## src/rtl/adc_trig_pkg.sv

```systemverilog
package adc_trig_pkg;

  typedef enum logic [1:0] {
    SLOPE_OFF  = 2'b00,
    SLOPE_UP   = 2'b01,
    SLOPE_DN   = 2'b10,
    SLOPE_BOTH = 2'b11
  } slope_e;

  // Decide whether the present direction is an accepted match slope.
  function automatic logic slope_allows(slope_e s, logic up, logic edge_m);
    logic [1:0] sb;
    sb = s;
    if (edge_m) slope_allows = (sb != 2'b00) && up;
    else        slope_allows = up ? sb[0] : sb[1];
  endfunction

endpackage

```

## src/rtl/adc_trig_chan.sv

```systemverilog
module adc_trig_chan
  import adc_trig_pkg::*;
#(
  parameter int CNT_W   = 16,
  parameter int ROUTE_W = 2
) (
  input  logic               clk,
  input  logic               rst_n,
  input  logic [CNT_W-1:0]   cnt_i,
  input  logic               cnt_up_i,
  input  logic               edge_mode_i,
  input  logic               pwm_en_i,
  input  logic               sync_i,
  input  logic               cmp_we_i,
  input  logic [CNT_W-1:0]   cmp_wdata_i,
  input  logic               cfg_we_i,
  input  logic [1:0]         slope_wdata_i,
  input  logic [ROUTE_W-1:0] route_wdata_i,
  output logic               hit_o,
  output logic [ROUTE_W-1:0] route_o,
  output logic [CNT_W-1:0]   act_cmp_o
);

  logic [CNT_W-1:0]   sh_cmp_q, sh_cmp_d, act_cmp_q, act_cmp_d;
  slope_e             sh_slope_q, sh_slope_d, act_slope_q, act_slope_d;
  logic [ROUTE_W-1:0] sh_route_q, sh_route_d, act_route_q, act_route_d;
  logic               prev_q, qual;

  always_comb begin
    sh_cmp_d    = sh_cmp_q;
    sh_slope_d  = sh_slope_q;
    sh_route_d  = sh_route_q;
    act_cmp_d   = act_cmp_q;
    act_slope_d = act_slope_q;
    act_route_d = act_route_q;
    if (cmp_we_i) sh_cmp_d = cmp_wdata_i;
    if (cfg_we_i) begin
      sh_slope_d = slope_e'(slope_wdata_i);
      sh_route_d = route_wdata_i;
    end
    if (sync_i) begin
      act_cmp_d   = sh_cmp_q;
      act_slope_d = sh_slope_q;
      act_route_d = sh_route_q;
    end
    qual = pwm_en_i && (cnt_i == act_cmp_q)
           && slope_allows(act_slope_q, cnt_up_i, edge_mode_i);
  end

  always_ff @(posedge clk or negedge rst_n) begin
    if (!rst_n) begin
      sh_cmp_q    <= '0;
      sh_slope_q  <= SLOPE_OFF;
      sh_route_q  <= '0;
      act_cmp_q   <= '0;
      act_slope_q <= SLOPE_OFF;
      act_route_q <= '0;
      prev_q      <= 1'b0;
    end else begin
      sh_cmp_q    <= sh_cmp_d;
      sh_slope_q  <= sh_slope_d;
      sh_route_q  <= sh_route_d;
      act_cmp_q   <= act_cmp_d;
      act_slope_q <= act_slope_d;
      act_route_q <= act_route_d;
      prev_q      <= qual;
    end
  end

  assign hit_o     = qual & ~prev_q;
  assign route_o   = act_route_q;
  assign act_cmp_o = act_cmp_q;

endmodule

```

## src/rtl/adc_trig_route.sv

```systemverilog
module adc_trig_route #(
  parameter int N_CMP   = 2,
  parameter int N_OUT   = 4,
  parameter int ROUTE_W = 2
) (
  input  logic                     clk,
  input  logic                     rst_n,
  input  logic [N_CMP-1:0]         hit_i,
  input  logic [N_CMP*ROUTE_W-1:0] route_i,
  output logic [N_OUT-1:0]         trig_o
);

  logic [N_OUT-1:0] trig_d, trig_q;

  always_comb begin
    trig_d = '0;
    for (int c = 0; c < N_CMP; c++) begin
      for (int o = 0; o < N_OUT; o++) begin
        if (hit_i[c] && (route_i[c*ROUTE_W +: ROUTE_W] == ROUTE_W'(o)))
          trig_d[o] = 1'b1;
      end
    end
  end

  always_ff @(posedge clk or negedge rst_n) begin
    if (!rst_n) trig_q <= '0;
    else        trig_q <= trig_d;
  end

  assign trig_o = trig_q;

endmodule

```

## src/rtl/adc_sync_trig.sv

```systemverilog
module adc_sync_trig #(
  parameter int CNT_W = 16,
  parameter int N_CMP = 2,
  parameter int N_OUT = 4,
  localparam int ROUTE_W = (N_OUT > 1) ? $clog2(N_OUT) : 1
) (
  input  logic                     clk,
  input  logic                     rst_n,
  input  logic [CNT_W-1:0]         cnt_i,
  input  logic                     cnt_up_i,
  input  logic                     pwm_en_i,
  input  logic                     edge_mode_i,
  input  logic                     pwm_sync_i,
  input  logic [N_CMP-1:0]         cmp_we_i,
  input  logic [CNT_W-1:0]         cmp_wdata_i,
  input  logic                     cfg_we_i,
  input  logic [2*N_CMP-1:0]       cfg_slope_i,
  input  logic [N_CMP*ROUTE_W-1:0] cfg_route_i,
  output logic [N_OUT-1:0]         trig_o
);

  logic [N_CMP-1:0]         hit;
  logic [N_CMP*ROUTE_W-1:0] route_all;
  logic [N_CMP*CNT_W-1:0]   act_cmp_all;

  for (genvar c = 0; c < N_CMP; c++) begin : g_chan
    adc_trig_chan #(.CNT_W(CNT_W), .ROUTE_W(ROUTE_W)) u_chan (
      .clk           (clk),
      .rst_n         (rst_n),
      .cnt_i         (cnt_i),
      .cnt_up_i      (cnt_up_i),
      .edge_mode_i   (edge_mode_i),
      .pwm_en_i      (pwm_en_i),
      .sync_i        (pwm_sync_i),
      .cmp_we_i      (cmp_we_i[c]),
      .cmp_wdata_i   (cmp_wdata_i),
      .cfg_we_i      (cfg_we_i),
      .slope_wdata_i (cfg_slope_i[2*c +: 2]),
      .route_wdata_i (cfg_route_i[c*ROUTE_W +: ROUTE_W]),
      .hit_o         (hit[c]),
      .route_o       (route_all[c*ROUTE_W +: ROUTE_W]),
      .act_cmp_o     (act_cmp_all[c*CNT_W +: CNT_W])
    );
  end

  adc_trig_route #(.N_CMP(N_CMP), .N_OUT(N_OUT), .ROUTE_W(ROUTE_W)) u_route (
    .clk     (clk),
    .rst_n   (rst_n),
    .hit_i   (hit),
    .route_i (route_all),
    .trig_o  (trig_o)
  );

endmodule

```

## config.mk

```make
export PLATFORM = sky130hd
export DESIGN_NAME = adc_sync_trig
export DESIGN_NICKNAME = d
export VERILOG_FILES = /design/src/rtl/adc_trig_pkg.sv /design/src/rtl/adc_trig_chan.sv /design/src/rtl/adc_trig_route.sv /design/src/rtl/adc_sync_trig.sv
export SDC_FILE = /design/constraint.sdc
export NUM_CORES = 1
export LEC_CHECK = 0
export ABC_CLOCK_PERIOD_IN_PS = 2950
export BUFFER_PORTS_ARGS = -buffer_cell sky130_fd_sc_hd__buf_2
export CORE_MARGIN = 2
export CORE_UTILIZATION = 30
export CTS_BUF_LIST = sky130_fd_sc_hd__clkbuf_8
export DETAILED_ROUTE_END_ITERATION = 7
export GPL_ROUTABILITY_DRIVEN = 0
export PLACE_DENSITY_LB_ADDON = 0.05
export SYNTH_ARGS = -nofsm -noshare
export SYNTH_HDL_FRONTEND = slang
export SYNTH_HIERARCHICAL = 1
export SYNTH_SLANG_ARGS = --single-unit
```

## constraint.sdc

```tcl
create_clock -name clk -period 2.95 [get_ports clk]
set_input_delay 0.4425 -clock clk [delete_from_list [all_inputs] [get_ports clk]]
set_output_delay 0.4425 -clock clk [all_outputs]
set_load 0.01 [all_outputs]
```

==> results.md <==
- Worst EP required: 3.23 ns
- Via density per instance: 4.492
- CTS Root Cell: clkbuf_8
- CP arrival: 1.95 ns
- Area share of the largest cell type after synthesis: 59.95%
- CTS clk-pin slew, worst paths: 0.08 ns
- WL final: 7051 microns
- Worst vdd ir: 216.0 uV
- Final-report hold violation count: 0
- Buf+Inv Stages, Crit Path: 1
- PD cells: 610.3 nW/um^2
- Commonest cells after routing, fill and taps aside: dfrtp_1 (86), mux2_2 (80), buf_2 (51)
- Min cycle time layout: 1.679 ns
- Sequential share of the synthesized area: 59.95%
- Most common cell after layout, fill and taps aside: dfrtp_1
- Synth Area in Adders: 0%
- Cts-stage hold buffer count: 0
- DRC Markers: 0
- Leakage: 1.823 nW
- DP Cell Count: 431
- XOR/XNOR Fraction of Synth Area: 7.808%
- Largest net degree at the start of global routing: 52
- Fillers: 1154
- Max Cap Violations: 0
- Hold Crit Class: in2async
- Synthesized instance count: 241
- Slew @ Worst Pin: 0.6830 ns
- First-pass GRT wire length: 11730 microns
- Via count: 2008
- Routed wire length per instance: 15.77 microns
- Diodes inserted: 0
- Max_slew headroom: 54.47%
- Worst path slowest cell: dfrtp_1
- Syn_area_per_cell: 14.89 sq um
- CP Max Fanout: 4
- Setup TNS: 0 ns
- FMAX: 595.5 MHz
- Largest family of logic cells by synthesized area: multiplexers
- # nets final: 348
- Endpoints failing setup: 0
- Postcts setup bufs: 0
- Synth warn: 6
- Worst setup EP type: register
- Die H: 113.4 microns
- Initial Utilization: 31.04%
- Top cells by area, synth: dfrtp_1 (60%), mux2_2 (25%), xnor2_1 (5.9%), xor2_1 (2.0%), buf_2 (1.1%)
- Routed Antenna Nets: 0
- Area of the mapped netlist: 3590 sq um
- Critical-path cell list: xnor2_1 -> o2111ai_1 -> nor3_1 -> and4b_1 -> inv_2 -> o32ai_2
- Worst Setup Start Kind: register
- Resized Gates After CTS: 0
- Layout cells sized above 1: 50.66%
- Die Wd: 113.4 microns
- Std-Cell Rows: 39
- Synth Area in Compound Gates: 1.673%
- Status: finished clean
- RSZ-0062 raised after global routing: false
- Ports: 53
- Vias in the first global route: 2251
- HPWL Detailed: 4885 microns
- Pins Over Slew Limit: 0
- Yosys cell types: 23
- Layout area overhead: 17.74%
- Simple-Gate Fraction of Synth Area: 4.148%
- Yosys top cell by area: dfrtp_1
- Core region area: 11560 sq um
- Syn Nets: 290
- Max Root-Sink Buffers: 2
- Cell Count, Final, Fillers Out: 447
- Die area: 12860 sq um
- Clock skew: 0.006092 ns
- Flop and latch count out of synthesis: 86
- Initial antenna violation count: 1
- GR Overflow Total: 0
- Max incr delay on CP: 0.40 ns
- GRT Total Usage: 12.30%
- H-tree levels: 3
- Delay-heaviest family, CP: simple AND/OR/NAND/NOR gates
- 1st-pass router iterations: 4
- CP Class: reg2reg
- Period utilization: 56.92%
- Total CTS buffers: 9
- Clk Latency, worst-skew pair: 0.36 ns
- Port bufs: 52
- Clock Sinks: 86
- CTS tree: done
- Post-synthesis mux area share: 25.10%
- Iteration-0 DRC Markers: 63
-- worst reg2reg max path: stages (launching register included) --
cell and delay [ns]:
dfrtp_1 0.40, xnor2_1 0.18, o2111ai_1 0.13, nor3_1 0.32, and4b_1 0.34, inv_2 0.05, o32ai_2 0.18
-- stage by stage --
step	power (mW)	utilization (%)	hold WS [ns]	instance area [sq um]	setup slack, ns
floorplan	1.638	-	0.1469	3590	1.506
global placement	1.770	34.82	0.4443	4026	1.103
detailed placement	1.776	34.82	0.4500	4026	1.054
CTS	2.647	36.55	0.03847	4227	1.177
global route	2.734	36.55	0.05727	4227	1.080
finish	2.580	36.55	0.03648	4227	1.271
-- path summary, 6_finish.rpt --
path	startpoint	to	slack (ns)	cells past startpoint
setup / recovery	g_chan[1].u_chan/act_cmp_o[12]$_DFFE_PN0P_	u_route/trig_o[0]$_DFF_PN0_	1.27	6
hold / removal	rst_n	g_chan[1].u_chan/sh_slope_q[0]$_DFFE_PN0P_	0.04	1
setup reg to reg	g_chan[1].u_chan/act_cmp_o[12]$_DFFE_PN0P_	u_route/trig_o[0]$_DFF_PN0_	1.27	6
hold reg to reg	g_chan[1].u_chan/sh_slope_q[1]$_DFFE_PN0P_	g_chan[1].u_chan/act_slope_q[1]$_DFFE_PN0P_	0.50	1
max in group asynchronous	rst_n	g_chan[0].u_chan/act_cmp_o[11]$_DFFE_PN0P_	2.28	2
min in group clk	cfg_route_i[1]	g_chan[0].u_chan/sh_route_q[1]$_DFFE_PN0P_	0.30	2
-- sequential cells by signal, summed over array words and instances, names as in the netlist --
signal,count
g_chan.u_chan/act_cmp_o,32
g_chan.u_chan/sh_cmp_q,32
g_chan.u_chan/act_slope_q,4
g_chan.u_chan/route_o,4
g_chan.u_chan/sh_route_q,4
g_chan.u_chan/sh_slope_q,4
u_route/trig_o,4
g_chan.u_chan/prev_q,2
-- power breakdown --
part           switching, mW  internal (mW)
Combinational          0.134          0.204
Clock                  0.411          0.430
Sequential            0.0856           1.31
Total                  0.631           1.95
-- cell families (layout without fill, tap and decap cells) --
kind of cell              after synthesis  count (layout)
AOI/OAI and AO/OA                       8               8
xor gates and xnor gates               32              32
buffers and inverters                  10              73
DFF                                    86              86
muxes                                  80              80
and+or+nand+nor                        25              25
-- layout make-up --
type | count | area [sq um] | share of cell area [%]
Sequential cell | 86 | 2152 | 50.92
Multi-Input combinational cell | 145 | 1390 | 32.89
Timing Repair Buffer | 55 | 297.8 | 7.046
Tap cell | 143 | 178.9 | 4.233
Clock buffer | 11 | 151.4 | 3.582
Clock inverter | 5 | 48.80 | 1.155
Inverter | 2 | 7.507 | 0.1776
-- Yosys cell counts, drive strengths merged --
cell and instances:
xor2 8, nor4 2, o2111ai 2, o32ai 1
nand4 4, dfrtp 86, nor2b 2, o21ai 2
mux2 80, and3 2, nand3b 1, nand2b 3
nor3 2, nand3 1, a21oi 2, xnor2 24
inv 2, buf 8, and4b 2, o22ai 1
nand2 4, nor2 2
-- routing by layer --
layer | vias to the layer above | part of all wire (%) | global-route usage (%)
met3 | 11 | 6.2 | 5.101
met2 | 45 | 47 | 19.32
li1 | 966 | - | -
met5 | - | 0 | 0
met1 | 986 | 45 | 15.01
met4 | 0 | 1.8 | 5.122
(Power assumes the default switching activity.)
